### src/rtl/pwr_seq_pkg.sv
// Shared types for the power mode sequencer.
// Assumes: the mode codes are seen by software and the bench, so they stay fixed.
package pwr_seq_pkg;

    typedef enum logic [2:0] {
        PM_RESET   = 3'd0,
        PM_STANDBY = 3'd1,
        PM_SLEEP   = 3'd2,
        PM_ACTIVE  = 3'd3,
        PM_RX      = 3'd4,
        PM_TX      = 3'd5
    } pm_mode_e;

    // Domain enable bit positions
    localparam int DOM_N    = 9;
    localparam int DOM_REG  = 0;
    localparam int DOM_SPI  = 1;
    localparam int DOM_LSO  = 2;
    localparam int DOM_HSO  = 3;
    localparam int DOM_CORE = 4;
    localparam int DOM_SYN  = 5;
    localparam int DOM_RXC  = 6;
    localparam int DOM_TXC  = 7;
    localparam int DOM_RAMB = 8;

    // Larger of two delay values, used to size the settle counter
    function automatic int unsigned umax(input int unsigned a, input int unsigned b);
        return (a > b) ? a : b;
    endfunction

endpackage

### src/rtl/pms_req_decode.sv
// Decides whether a transition starts this cycle, and picks its target and length.
// Assumes: idle_i is low while busy or in external reset. All delays are at least 1.
module pms_req_decode
    import pwr_seq_pkg::*;
#(
    parameter int unsigned D_RST_NOLS   = 1500,
    parameter int unsigned D_RST_RING   = 7000,
    parameter int unsigned D_RST_XTAL   = 94000,
    parameter int unsigned D_SBY_NOLS   = 420,
    parameter int unsigned D_SBY_RING   = 6200,
    parameter int unsigned D_SBY_XTAL   = 93000,
    parameter int unsigned D_SLP_WAKE   = 420,
    parameter int unsigned D_RX_CHG     = 125,
    parameter int unsigned D_RX_SAME    = 61,
    parameter int unsigned D_TX_CHG     = 131,
    parameter int unsigned D_TX_SAME    = 67,
    parameter int unsigned D_RADIO_SWAP = 150,
    parameter int unsigned D_ENTER_LOW  = 2,
    parameter int          CNT_W        = 17
) (
    input  pm_mode_e           mode_i,
    input  logic               idle_i,
    input  logic               wake_timer_i,
    input  logic               spi_wake_i,
    input  logic               req_standby_i,
    input  logic               req_sleep_i,
    input  logic               req_rx_i,
    input  logic               req_tx_i,
    input  logic               req_active_i,
    input  logic               chan_change_i,
    input  logic [1:0]         ls_src_i,
    output logic               start_o,
    output pm_mode_e           tgt_o,
    output logic [CNT_W-1:0]   len_o
);

    localparam logic [CNT_W-1:0] L_RST_NOLS = CNT_W'(D_RST_NOLS);
    localparam logic [CNT_W-1:0] L_RST_RING = CNT_W'(D_RST_RING);
    localparam logic [CNT_W-1:0] L_RST_XTAL = CNT_W'(D_RST_XTAL);
    localparam logic [CNT_W-1:0] L_SBY_NOLS = CNT_W'(D_SBY_NOLS);
    localparam logic [CNT_W-1:0] L_SBY_RING = CNT_W'(D_SBY_RING);
    localparam logic [CNT_W-1:0] L_SBY_XTAL = CNT_W'(D_SBY_XTAL);
    localparam logic [CNT_W-1:0] L_SLP      = CNT_W'(D_SLP_WAKE);
    localparam logic [CNT_W-1:0] L_RX_CHG   = CNT_W'(D_RX_CHG);
    localparam logic [CNT_W-1:0] L_RX_SAME  = CNT_W'(D_RX_SAME);
    localparam logic [CNT_W-1:0] L_TX_CHG   = CNT_W'(D_TX_CHG);
    localparam logic [CNT_W-1:0] L_TX_SAME  = CNT_W'(D_TX_SAME);
    localparam logic [CNT_W-1:0] L_SWAP     = CNT_W'(D_RADIO_SWAP);
    localparam logic [CNT_W-1:0] L_LOW      = CNT_W'(D_ENTER_LOW);

    logic [CNT_W-1:0] rst_len;
    logic [CNT_W-1:0] sby_len;

    // Wake-up lengths chosen by the low-speed clock source
    always_comb begin
        case (ls_src_i)
            2'b00:   begin rst_len = L_RST_NOLS; sby_len = L_SBY_NOLS; end
            2'b01:   begin rst_len = L_RST_RING; sby_len = L_SBY_RING; end
            default: begin rst_len = L_RST_XTAL; sby_len = L_SBY_XTAL; end
        endcase
    end

    // Per-mode wake rules and request priority
    always_comb begin
        start_o = 1'b0;
        tgt_o   = mode_i;
        len_o   = L_LOW;
        if (idle_i) begin
            case (mode_i)
                PM_RESET: begin
                    start_o = 1'b1; tgt_o = PM_ACTIVE; len_o = rst_len;
                end
                PM_STANDBY: begin
                    if (spi_wake_i) begin
                        start_o = 1'b1; tgt_o = PM_ACTIVE; len_o = sby_len;
                    end
                end
                PM_SLEEP: begin
                    if (wake_timer_i || spi_wake_i) begin
                        start_o = 1'b1; tgt_o = PM_ACTIVE; len_o = L_SLP;
                    end
                end
                PM_ACTIVE: begin
                    if (req_standby_i) begin
                        start_o = 1'b1; tgt_o = PM_STANDBY; len_o = L_LOW;
                    end else if (req_sleep_i) begin
                        start_o = 1'b1; tgt_o = PM_SLEEP; len_o = L_LOW;
                    end else if (req_rx_i) begin
                        start_o = 1'b1; tgt_o = PM_RX;
                        len_o   = chan_change_i ? L_RX_CHG : L_RX_SAME;
                    end else if (req_tx_i) begin
                        start_o = 1'b1; tgt_o = PM_TX;
                        len_o   = chan_change_i ? L_TX_CHG : L_TX_SAME;
                    end
                end
                PM_RX: begin
                    if (req_tx_i) begin
                        start_o = 1'b1; tgt_o = PM_TX; len_o = L_SWAP;
                    end else if (req_active_i) begin
                        start_o = 1'b1; tgt_o = PM_ACTIVE; len_o = L_LOW;
                    end
                end
                PM_TX: begin
                    if (req_rx_i) begin
                        start_o = 1'b1; tgt_o = PM_RX; len_o = L_SWAP;
                    end else if (req_active_i) begin
                        start_o = 1'b1; tgt_o = PM_ACTIVE; len_o = L_LOW;
                    end
                end
                default: begin
                    start_o = 1'b1; tgt_o = PM_ACTIVE; len_o = rst_len;
                end
            endcase
        end
    end

endmodule

### src/rtl/pms_settle_timer.sv
// Down-counter that holds a transition open for a given number of cycles.
// Assumes: len_i >= 1. start_i only arrives while the timer is not running.
module pms_settle_timer #(
    parameter int CNT_W = 17
) (
    input  logic             clk,
    input  logic             rst_n,
    input  logic             abort_i,
    input  logic             start_i,
    input  logic [CNT_W-1:0] len_i,
    output logic             running_o,
    output logic             done_o
);

    logic [CNT_W-1:0] cnt_q;
    logic             run_q;

    // Load, count down, and stop after the last cycle
    always_ff @(posedge clk) begin
        if (!rst_n || abort_i) begin
            run_q <= 1'b0;
            cnt_q <= '0;
        end else if (start_i) begin
            run_q <= 1'b1;
            cnt_q <= len_i - CNT_W'(1);
        end else if (run_q) begin
            if (cnt_q == '0) begin
                run_q <= 1'b0;
            end else begin
                cnt_q <= cnt_q - CNT_W'(1);
            end
        end
    end

    assign running_o = run_q;
    assign done_o    = run_q && (cnt_q == '0);

    // while running and not yet at zero, the count drops by exactly one
    a_r8_count_steps: assert property (@(posedge clk) disable iff (!rst_n)
        (run_q && cnt_q != '0 && !abort_i) |=> (run_q && cnt_q == $past(cnt_q) - CNT_W'(1)));

    // a finished count always releases the timer
    a_r8_done_releases: assert property (@(posedge clk) disable iff (!rst_n)
        (done_o && !start_i) |=> !run_q);

endmodule

### src/rtl/pms_domain_map.sv
// Maps a mode to the set of domain enables, with the RAM-bank option.
// Assumes: the caller passes the target mode while a transition is in progress.
module pms_domain_map
    import pwr_seq_pkg::*;
(
    input  pm_mode_e         mode_i,
    input  logic             ram_off_i,
    output logic [DOM_N-1:0] en_o
);

    logic low_power;

    // The RAM-bank option applies only in Standby and Sleep
    assign low_power = (mode_i == PM_STANDBY) || (mode_i == PM_SLEEP);

    // Build the enable set level by level
    always_comb begin
        en_o = '0;
        if (mode_i != PM_RESET) begin
            en_o[DOM_REG]  = 1'b1;
            en_o[DOM_SPI]  = 1'b1;
            en_o[DOM_RAMB] = !(low_power && ram_off_i);
        end
        if (mode_i == PM_SLEEP || mode_i == PM_ACTIVE || mode_i == PM_RX || mode_i == PM_TX) begin
            en_o[DOM_LSO] = 1'b1;
        end
        if (mode_i == PM_ACTIVE || mode_i == PM_RX || mode_i == PM_TX) begin
            en_o[DOM_HSO]  = 1'b1;
            en_o[DOM_CORE] = 1'b1;
        end
        if (mode_i == PM_RX || mode_i == PM_TX) begin
            en_o[DOM_SYN] = 1'b1;
        end
        en_o[DOM_RXC] = (mode_i == PM_RX);
        en_o[DOM_TXC] = (mode_i == PM_TX);
    end

endmodule

### src/rtl/pms_clk_switch.sv
// Chooses the core clock: the fast ring oscillator until the crystal reports ready.
// Assumes: xtal_ready_i is already synchronised to clk.
module pms_clk_switch (
    input  logic clk,
    input  logic rst_n,
    input  logic hs_en_i,
    input  logic xtal_ready_i,
    output logic use_xtal_o
);

    logic sel_q;

    // Latch readiness while the oscillator is powered, and drop it when power goes
    always_ff @(posedge clk) begin
        if (!rst_n) begin
            sel_q <= 1'b0;
        end else if (!hs_en_i) begin
            sel_q <= 1'b0;
        end else if (xtal_ready_i) begin
            sel_q <= 1'b1;
        end
    end

    assign use_xtal_o = sel_q;

    // the select drops one edge after the oscillator loses its enable
    a_r11_drop_with_osc: assert property (@(posedge clk) disable iff (!rst_n)
        !hs_en_i |=> !sel_q);

    // the select rises only after a ready report with the oscillator on
    a_r11_rise_needs_ready: assert property (@(posedge clk) disable iff (!rst_n)
        $rose(sel_q) |-> $past(xtal_ready_i && hs_en_i));

endmodule

### src/rtl/pwr_mode_seq.sv
// Power mode sequencer top. Holds the reached mode and the transition target,
// and joins the request decoder, the settle timer, the domain map and the clock switch.
// Assumes: all inputs are synchronous to clk, and each delay parameter is >= 1 cycle.
module pwr_mode_seq
    import pwr_seq_pkg::*;
#(
    parameter int unsigned D_RST_NOLS   = 1500,
    parameter int unsigned D_RST_RING   = 7000,
    parameter int unsigned D_RST_XTAL   = 94000,
    parameter int unsigned D_SBY_NOLS   = 420,
    parameter int unsigned D_SBY_RING   = 6200,
    parameter int unsigned D_SBY_XTAL   = 93000,
    parameter int unsigned D_SLP_WAKE   = 420,
    parameter int unsigned D_RX_CHG     = 125,
    parameter int unsigned D_RX_SAME    = 61,
    parameter int unsigned D_TX_CHG     = 131,
    parameter int unsigned D_TX_SAME    = 67,
    parameter int unsigned D_RADIO_SWAP = 150,
    parameter int unsigned D_ENTER_LOW  = 2
) (
    input  logic             clk,
    input  logic             rst_n,
    input  logic             ext_reset_i,
    input  logic             wake_timer_i,
    input  logic             spi_wake_i,
    input  logic             req_standby_i,
    input  logic             req_sleep_i,
    input  logic             req_rx_i,
    input  logic             req_tx_i,
    input  logic             req_active_i,
    input  logic             chan_change_i,
    input  logic [1:0]       ls_src_i,
    input  logic             ram_off_i,
    input  logic             xtal_ready_i,
    output logic [2:0]       mode_o,
    output logic             busy_o,
    output logic [DOM_N-1:0] dom_en_o,
    output logic             clk_xtal_o
);

    localparam int unsigned MAX_A = umax(umax(D_RST_NOLS, D_RST_RING), umax(D_RST_XTAL, D_SBY_NOLS));
    localparam int unsigned MAX_B = umax(umax(D_SBY_RING, D_SBY_XTAL), umax(D_SLP_WAKE, D_RX_CHG));
    localparam int unsigned MAX_C = umax(umax(D_RX_SAME, D_TX_CHG), umax(D_TX_SAME, D_RADIO_SWAP));
    localparam int unsigned MAX_D = umax(umax(MAX_A, MAX_B), umax(MAX_C, D_ENTER_LOW));
    localparam int          CNT_W = $clog2(MAX_D + 1);

    pm_mode_e         mode_q;
    pm_mode_e         tgt_q;
    pm_mode_e         dec_tgt;
    pm_mode_e         en_mode;
    logic             dec_start;
    logic [CNT_W-1:0] dec_len;
    logic             running;
    logic             done;
    logic             idle;

    // A new transition may start only when none is open and reset is released
    assign idle = !running && !ext_reset_i;

    pms_req_decode #(
        .D_RST_NOLS   (D_RST_NOLS),
        .D_RST_RING   (D_RST_RING),
        .D_RST_XTAL   (D_RST_XTAL),
        .D_SBY_NOLS   (D_SBY_NOLS),
        .D_SBY_RING   (D_SBY_RING),
        .D_SBY_XTAL   (D_SBY_XTAL),
        .D_SLP_WAKE   (D_SLP_WAKE),
        .D_RX_CHG     (D_RX_CHG),
        .D_RX_SAME    (D_RX_SAME),
        .D_TX_CHG     (D_TX_CHG),
        .D_TX_SAME    (D_TX_SAME),
        .D_RADIO_SWAP (D_RADIO_SWAP),
        .D_ENTER_LOW  (D_ENTER_LOW),
        .CNT_W        (CNT_W)
    ) decode_i (
        .mode_i        (mode_q),
        .idle_i        (idle),
        .wake_timer_i  (wake_timer_i),
        .spi_wake_i    (spi_wake_i),
        .req_standby_i (req_standby_i),
        .req_sleep_i   (req_sleep_i),
        .req_rx_i      (req_rx_i),
        .req_tx_i      (req_tx_i),
        .req_active_i  (req_active_i),
        .chan_change_i (chan_change_i),
        .ls_src_i      (ls_src_i),
        .start_o       (dec_start),
        .tgt_o         (dec_tgt),
        .len_o         (dec_len)
    );

    pms_settle_timer #(
        .CNT_W (CNT_W)
    ) timer_i (
        .clk       (clk),
        .rst_n     (rst_n),
        .abort_i   (ext_reset_i),
        .start_i   (dec_start),
        .len_i     (dec_len),
        .running_o (running),
        .done_o    (done)
    );

    // Record the target when a transition opens; commit it as the mode when it closes
    always_ff @(posedge clk) begin
        if (!rst_n || ext_reset_i) begin
            mode_q <= PM_RESET;
            tgt_q  <= PM_RESET;
        end else if (dec_start) begin
            tgt_q  <= dec_tgt;
        end else if (done) begin
            mode_q <= tgt_q;
        end
    end

    // Enables follow the target for the whole transition
    assign en_mode = running ? tgt_q : mode_q;

    pms_domain_map map_i (
        .mode_i    (en_mode),
        .ram_off_i (ram_off_i),
        .en_o      (dom_en_o)
    );

    pms_clk_switch clksw_i (
        .clk          (clk),
        .rst_n        (rst_n),
        .hs_en_i      (dom_en_o[DOM_HSO]),
        .xtal_ready_i (xtal_ready_i),
        .use_xtal_o   (clk_xtal_o)
    );

    assign mode_o = mode_q;
    assign busy_o = running;

    // external reset clears mode, busy and every enable on the next edge
    a_r1_ext_reset_clears: assert property (@(posedge clk) disable iff (!rst_n)
        ext_reset_i |=> (mode_o == PM_RESET && !busy_o && dom_en_o == '0));

    // the regulator stays on in every reached mode except Reset
    a_r3_regulator_on: assert property (@(posedge clk) disable iff (!rst_n)
        (mode_o != PM_RESET) |-> dom_en_o[DOM_REG]);

    // the two radio chains never run together
    a_r4_chains_exclusive: assert property (@(posedge clk) disable iff (!rst_n)
        !(dom_en_o[DOM_RXC] && dom_en_o[DOM_TXC]));

    // the reported mode moves forward only on the edge that ends a transition
    a_r8_mode_on_settle: assert property (@(posedge clk) disable iff (!rst_n)
        (!$stable(mode_o) && mode_o != PM_RESET) |-> ($past(busy_o) && !busy_o));

    // the target does not move while a transition is open
    a_r8_target_frozen: assert property (@(posedge clk) disable iff (!rst_n)
        (busy_o && !ext_reset_i) |=> $stable(tgt_q));

    // Standby without a serial wake stays put
    a_r7_standby_needs_spi: assert property (@(posedge clk) disable iff (!rst_n)
        (mode_o == PM_STANDBY && !busy_o && !ext_reset_i && !spi_wake_i) |=> !busy_o);

    // Sleep with either wake source starts powering the core
    a_r6_sleep_wakes: assert property (@(posedge clk) disable iff (!rst_n)
        (mode_o == PM_SLEEP && !busy_o && !ext_reset_i && (wake_timer_i || spi_wake_i))
        |=> (busy_o && dom_en_o[DOM_CORE]));

endmodule

### config.mk
export PLATFORM = sky130hd
export DESIGN_NAME = pwr_mode_seq
export DESIGN_NICKNAME = d
export VERILOG_FILES = /design/src/rtl/pwr_seq_pkg.sv /design/src/rtl/pms_req_decode.sv /design/src/rtl/pms_settle_timer.sv /design/src/rtl/pms_domain_map.sv /design/src/rtl/pms_clk_switch.sv /design/src/rtl/pwr_mode_seq.sv
export SDC_FILE = /design/constraint.sdc
export NUM_CORES = 1
export LEC_CHECK = 0
export CORE_ASPECT_RATIO = 1.75
export CORE_MARGIN = 10
export CORE_UTILIZATION = 60
export CTS_BUF_LIST = sky130_fd_sc_hd__clkbuf_4 sky130_fd_sc_hd__clkbuf_8 sky130_fd_sc_hd__clkbuf_16
export CTS_CLUSTER_SIZE = 8
export DETAILED_ROUTE_END_ITERATION = 8
export DONT_BUFFER_PORTS = 1
export PLACE_DENSITY = 0.87
export SYNTH_ARGS = -nofsm -noshare
export SYNTH_HDL_FRONTEND = slang
export SYNTH_SLANG_ARGS = --single-unit
### constraint.sdc
create_clock -name clk -period 9.7 [get_ports clk]
set_input_delay 1.455 -clock clk [delete_from_list [all_inputs] [get_ports clk]]
set_output_delay 1.455 -clock clk [all_outputs]
set_load 0.005 [all_outputs]
==> results of run 1 <==
[power by group through the flow]
| stage | sequential, W | clock, W | combinational (W) |
|---|---|---|---|
| 6_report | 0.000114 | 0.0000668 | 0.0000578 |
| 5_1_grt | 0.000115 | 0.0000703 | 0.0000632 |
| 4_1_cts | 0.000114 | 0.0000666 | 0.0000569 |
| 3_5_place_dp | 0.000116 | 0 | 0.0000560 |
| 3_3_place_gp | 0.000116 | 0 | 0.0000552 |
| 2_1_floorplan | 0.000114 | 0 | 0.0000500 |
[logic make-up after synthesis]
family | Yosys count | share of synthesized area
AO/OA/AOI/OAI | 89 | 0.307
XOR/XNOR | 14 | 0.0569
adder cells (fa/ha/maj) | 1 | 0.00581
buffers and inverters | 32 | 0.0819
flip-flops | 25 | 0.232
multiplexers | 8 | 0.0395
AND/OR/NAND/NOR | 107 | 0.276
[layout make-up]
cell class / instances / area share
well taps: 45 / 0.0264
multi-input cells: 219 / 0.693
clock buffers: 3 / 0.0194
repair buffers: 1 / 0.00352
inverters: 11 / 0.0194
flip-flops and latches: 25 / 0.235
clock inverters: 1 / 0.00352
[registers in the layout, summed over array words and instances (netlist names)]
register	count
mode_o	3
clksw_i.use_xtal_o	1
timer_i.running_o	1
timer_i.cnt_q	17
tgt_q	3
[routing by layer]
layer  GRT usage  wire [um]
met1       0.176       2070
met2       0.314       3050
met3      0.0404        385
met4       0.114        267
met5           0          0
[metrics by stage]
| step | total power [W] | hold WS, ns | area, sq um |
|---|---|---|---|
| finish | 0.000238 | 0.531 | 2130 |
| global route | 0.000248 | 0.558 | 2130 |
| CTS | 0.000237 | 0.530 | 2130 |
| detailed placement | 0.000172 | 0.515 | 2080 |
| global placement | 0.000171 | 0.502 | 2080 |
| floorplan | 0.000164 | 0.470 | 2150 |
[critical path: cells and delay by family]
family                     cells  cell delay, ns
AOI/OAI and AO/OA              7            2.05
muxes                          1            0.26
adders and majority gates      1            0.28
and+or+nand+nor                4            0.71
[Yosys cell counts, types with 2 or more instances]
| cell type | n |
|---|---|
| nand2_1 | 17 |
| nand3_1 | 8 |
| a31oi_1 | 4 |
| o32a_1 | 2 |
| o21a_1 | 2 |
| clkbuf_1 | 7 |
| o21ai_0 | 14 |
| buf_2 | 3 |
| o211ai_1 | 3 |
| o221ai_1 | 2 |
| nor3_1 | 13 |
| nor2_1 | 33 |
| xor2_1 | 5 |
| and2_1 | 2 |
| nand2b_1 | 4 |
| xnor2_1 | 9 |
| dfxtp_1 | 25 |
| nand4_1 | 3 |
| nor2b_1 | 4 |
| mux2i_1 | 7 |
| buf_6 | 4 |
| buf_4 | 6 |
| or3_1 | 3 |
| a21oi_1 | 24 |
| a21o_1 | 3 |
| a211oi_1 | 11 |
| a22oi_1 | 2 |
| nand3b_1 | 2 |
| a221oi_1 | 2 |
| nor4_1 | 2 |
| nor3b_1 | 2 |
| inv_1 | 11 |
[worst paths after layout]
| path | slack [ns] | cells after the start | end |
|---|---|---|---|
| setup reg to reg | 5.44 | 13 | timer_i.cnt_q[10] |
| setup / recovery | 5.13 | 13 | timer_i.cnt_q[10] |
| hold / removal | 0.53 | 2 | timer_i.cnt_q[0] |
| hold reg to reg | 0.53 | 2 | timer_i.cnt_q[0] |
==> run_results.csv, run 1 <==
group,metric,value,unit
outcome,status,"completed",
placement,io_buffers,0,
final_layout,antenna_cells,0,
pwr,p_switching,0.0000796,W
final_layout,fin_cells,305,
global_route,gr-usage-all-layers,0.177,
die,rows,28,
timing,finalHoldViolations,0,
yosys,synth_top_cell_area_share,0.232,
worst_setup_path,crit_path_start,"wake_timer_i",
placement,pre_cts_ws,4.90,ns
final_layout,layout_commonest_cell,"nor2_1",
placement,hpwl,4340,um
yosys,ys_seq_area_frac,0.232,
final_layout,register_area,500,sq um
hold_path,hp-start,"timer_i.cnt_q[0]",
clock_tree,cts_hold_buf,0,
worst_setup_path,rr_startpoint,"mode_o[2]",
detailed_routing,drt-initial-drc-count,79,
pwr,p_int,0.000159,W
yosys,syn-mean-instance-area,7.80,sq um
pwr,p_comb_frac,0.242,
detailed_routing,drc,0,
timing,min_period,4.57,ns
timing,max_freq,219,MHz
yosys,synth.distinct_cells,69,
yosys,synthFlopType,"dfxtp_1",
clock_tree,cts_max_level,1,
pwr,swShare,0.334,
global_route,grt_pass1_vias,2000,
worst_setup_path,crit_top_cell,"a21oi_1",
clock_tree,post_cts_buffers,0,
final_layout,final_core_util,0.621,
pwr,powerDensity,112,nW/um^2
global_route,grt_antenna_before_repair,0,
yosys,syn_nets,292,
clock_tree,path_clk_slew,0.09,ns
clock_tree,cts-root-buf,"clkbuf_8",
yosys,synthArstFlopShare,0,
clock_tree,cts_buffers,3,
worst_setup_path,worst-path-max-fanout,24,
global_route,grt_max_degree,28,
timing,final-setup-viol-count,0,
timing,rsz0062_at_grt,"no",
final_layout,final_cell_mix,"33 x nor2_1, 25 x dfxtp_1, 24 x a21oi_1",
timing,min_period_over_period,0.471,
timing,worst_clock_skew,0.00641,ns
yosys,yosysTopAreaCell,"dfxtp_1",
worst_setup_path,end_kind,"flop",
timing,setup_ws,5.13,ns
final_layout,drive_above_1_share,0.0769,
yosys,synth.cell_area,2150,sq um
hold_path,hold_path_class,"flop to flop",
detailed_routing,via_count,2079,
yosys,synth_edf_count,0,
die,fp.coreArea,3430,sq um
timing,worst_pin_slew,0.973,ns
detailed_routing,vias_per_cell,6.82,
job,max_cap_violations,0,
timing,slew_viol_final,0,
final_layout,area_delta_synth_final,-1.05,%
worst_setup_path,crit_chain,"nor4b_4, a211oi_4, o31ai_4, nor3_1, a21oi_1, ha_1, o21ai_0, a21oi_1, nand4_2, a22oi_1, mux2i_1, nor2_1, o221a_1",
worst_setup_path,critPathLaunchType,"input port",
detailed_routing,drt-total-wl,5780,um
yosys,yosys_register_bits,25,
worst_setup_path,max_stage_delay,0.83,ns
detailed_routing,detail_route.wl_per_cell,18.9,um
timing,max_slew_margin,0.352,
yosys,yosysWarnings,0,
pwr,p_seq_frac,0.477,
yosys,synth_cells,276,
worst_setup_path,worstSetupPathType,"input port to flop",
placement,gp_congestion,0.974,
worst_setup_path,arrival,4.75,ns
global_route,grt-ovfl-total,0,
detailed_routing,antenna_left,0,
pwr,vdd_drop_max,0.112,mV
die,die_x,65.3,um
global_route,grt_pass1_wl,9440,um
yosys,synth_area_leaders,"dfxtp_1 23%, nor2_1 5.8%, a21oi_1 5.6%",
placement,dp.cells,301,
die,start_util,0.627,
pwr,clkPwrFrac,0.280,
clock_tree,cts_tree,"built",
clock_tree,clkLatencyLatePin,0.28,ns
worst_setup_path,crit_required,9.88,ns
clock_tree,clkSinkCount,25,
final_layout,multi_input_area,1480,sq um
pwr,leakage,0.777,nW
die,io_pins,29,
clock_tree,cts_resized,0,
final_layout,fin_nets,277,
detailed_routing,drt-pass1-iter-count,5,
final_layout,nFillCells,328,
die,fp.dieH,99.3,um
clock_tree,clockBufferDepth,2,
worst_setup_path,slowest_stage,"o31ai_4",
timing,setup_tns,0,ns
die,die_area,6480,sq um
No activity file was read; power rests on OpenSTA's default activity.
==> run 2, diff against run 1 <==
- CORE_UTILIZATION: 60 -> 58
- clock period: 9.7 -> 4 ns (I/O delays scaled with it)
==> run_results.csv, run 2 (synthesized netlist as in run 1, its figures left out) <==
group,metric,value,unit
outcome,status,"completed",
global_route,grt_pass1_vias,2195,
global_route,use_met3,0.0457,
final_layout,fin_nets,281,
final_layout,antenna_cells,0,
timing,finalHoldViolations,0,
worst_setup_path,arrival,3.67,ns
die,die_area,6650,sq um
detailed_routing,vias_per_cell,6.75,
hold_path,hold_path_class,"input port to flop",
timing,setup_tns,0,ns
worst_setup_path,crit_required,4.13,ns
worst_setup_path,cp.buffers_inverters,0,
global_route,grt.busiest_layer,"met2",
die,rows,29,
clock_tree,cts_resized,0,
die,die_x,66.1,um
timing,worst_clock_skew,0.00710,ns
detailed_routing,drc,0,
timing,setup_ws,0.460,ns
clock_tree,post_cts_buffers,0,
worst_setup_path,max_stage_delay,0.75,ns
clock_tree,cts_max_level,1,
detailed_routing,drt-total-wl,5850,um
timing,min_period_over_period,0.885,
die,start_util,0.599,
global_route,grt_max_degree,20,
placement,gp_congestion,0.910,
global_route,grt_antenna_before_repair,0,
clock_tree,clkSinkCount,25,
clock_tree,clockBufferDepth,2,
timing,slew_viol_final,0,
pwr,vdd_drop_max,0.184,mV
final_layout,final_cell_mix,"33 x nor2_1, 25 x dfxtp_1, 24 x a21oi_1",
timing,max_freq,283,MHz
pwr,leakage,0.797,nW
global_route,gr-usage-all-layers,0.184,
global_route,grtUsageMet1,0.176,
worst_setup_path,critPathTopFamily,"compound AO/OA/AOI/OAI gates",
clock_tree,cts_tree,"built",
timing,rsz0062_at_grt,"no",
final_layout,layout_commonest_cell,"nor2_1",
placement,hpwl,4620,um
worst_setup_path,critPathLaunchType,"flop",
detailed_routing,detail_route.wl_per_cell,18.9,um
placement,pre_cts_ws,0.547,ns
detailed_routing,drt-initial-drc-count,61,
placement,io_buffers,0,
global_route,grtUsageMet2,0.329,
global_route,grt_pass1_wl,9990,um
clock_tree,cts-root-buf,"clkbuf_8",
worst_setup_path,slowest_stage,"dfxtp_1",
die,io_pins,29,
worst_setup_path,worstSetupPathType,"flop to flop",
detailed_routing,antenna_left,0,
timing,min_period,3.54,ns
die,fp.coreArea,3590,sq um
worst_setup_path,end_kind,"flop",
timing,final-setup-viol-count,0,
final_layout,area_delta_synth_final,0.407,%
clock_tree,clkLatencyLatePin,0.28,ns
clock_tree,path_clk_slew,0.10,ns
detailed_routing,via_count,2094,
clock_tree,cts_buffers,3,
worst_setup_path,crit_chain,"mux2_4, o21a_1, o31ai_4, nor3_1, a21oi_1, ha_1, o21ai_0, a21oi_1, nand4_2, and2_1, nand3b_2, mux2i_1, nor3_1",
final_layout,largest_reg_flops,17,
timing,worst_pin_slew,0.813,ns
final_layout,largest-register,"timer_i.cnt_q",
clock_tree,cts_hold_buf,0,
final_layout,drive_above_1_share,0.0909,
job,max_cap_violations,0,
timing,max_slew_margin,0.458,
detailed_routing,drt-pass1-iter-count,5,
worst_setup_path,worst-path-max-fanout,18,
pwr,powerDensity,268,nW/um^2
die,fp.dieH,101,um
global_route,grt-ovfl-total,0,
run 2: changes by cell type in the layout (fill, tap and decap cells not counted), sizes merged:
cell  previous run  this run
buf              1         5
run 2: final timing paths:
kind | to | slack (ns) | startpoint | depth (start not counted)
setup / recovery | timer_i.cnt_q[16] | 0.46 | mode_o[0] | 13
hold / removal | clksw_i.use_xtal_o | 0.46 | xtal_ready_i | 1
setup reg to reg | timer_i.cnt_q[16] | 0.46 | mode_o[0] | 13
hold reg to reg | timer_i.cnt_q[0] | 0.54 | timer_i.cnt_q[0] | 2
run 2: layout make-up:
class,count,area [sq um]
multi-input cells,219,1480
repair buffers,5,37.5
fillers,335,1430
inverters,11,41.3
clock buffers,3,41.3
flip-flops and latches,25,500
well taps,46,57.6
clock inverters,1,7.51
run 2: per-layer routing:
metal | vias to the layer above | routed length [um]
li1 | 993 | -
met1 | 974 | 2030
met2 | 92 | 3040
met3 | 35 | 428
met4 | 0 | 362
met5 | - | 0
run 2: where the power goes:
group / internal [W] / total, W / leakage (nW) / switching (W)
combinational: 0.0000564 / 0.000143 / 0.571 / 0.0000862
sequential: 0.000260 / 0.000276 / 0.204 / 0.0000161
clock: 0.0000708 / 0.000160 / 0.0217 / 0.0000891
run 2: per-stage QoR:
stage | util | hold WS, ns | cells | total power [W] | instance area (sq um)
3_5_place_dp | 0.588 | 0.526 | 306 | 0.000422 | 2110
5_1_grt | 0.602 | 0.461 | 310 | 0.000608 | 2160
4_1_cts | 0.602 | 0.461 | 310 | 0.000581 | 2160
2_1_floorplan | - | 0.470 | 276 | 0.000398 | 2150
3_3_place_gp | 0.588 | 0.489 | 306 | 0.000418 | 2110
6_report | 0.602 | 0.463 | 310 | 0.000579 | 2160
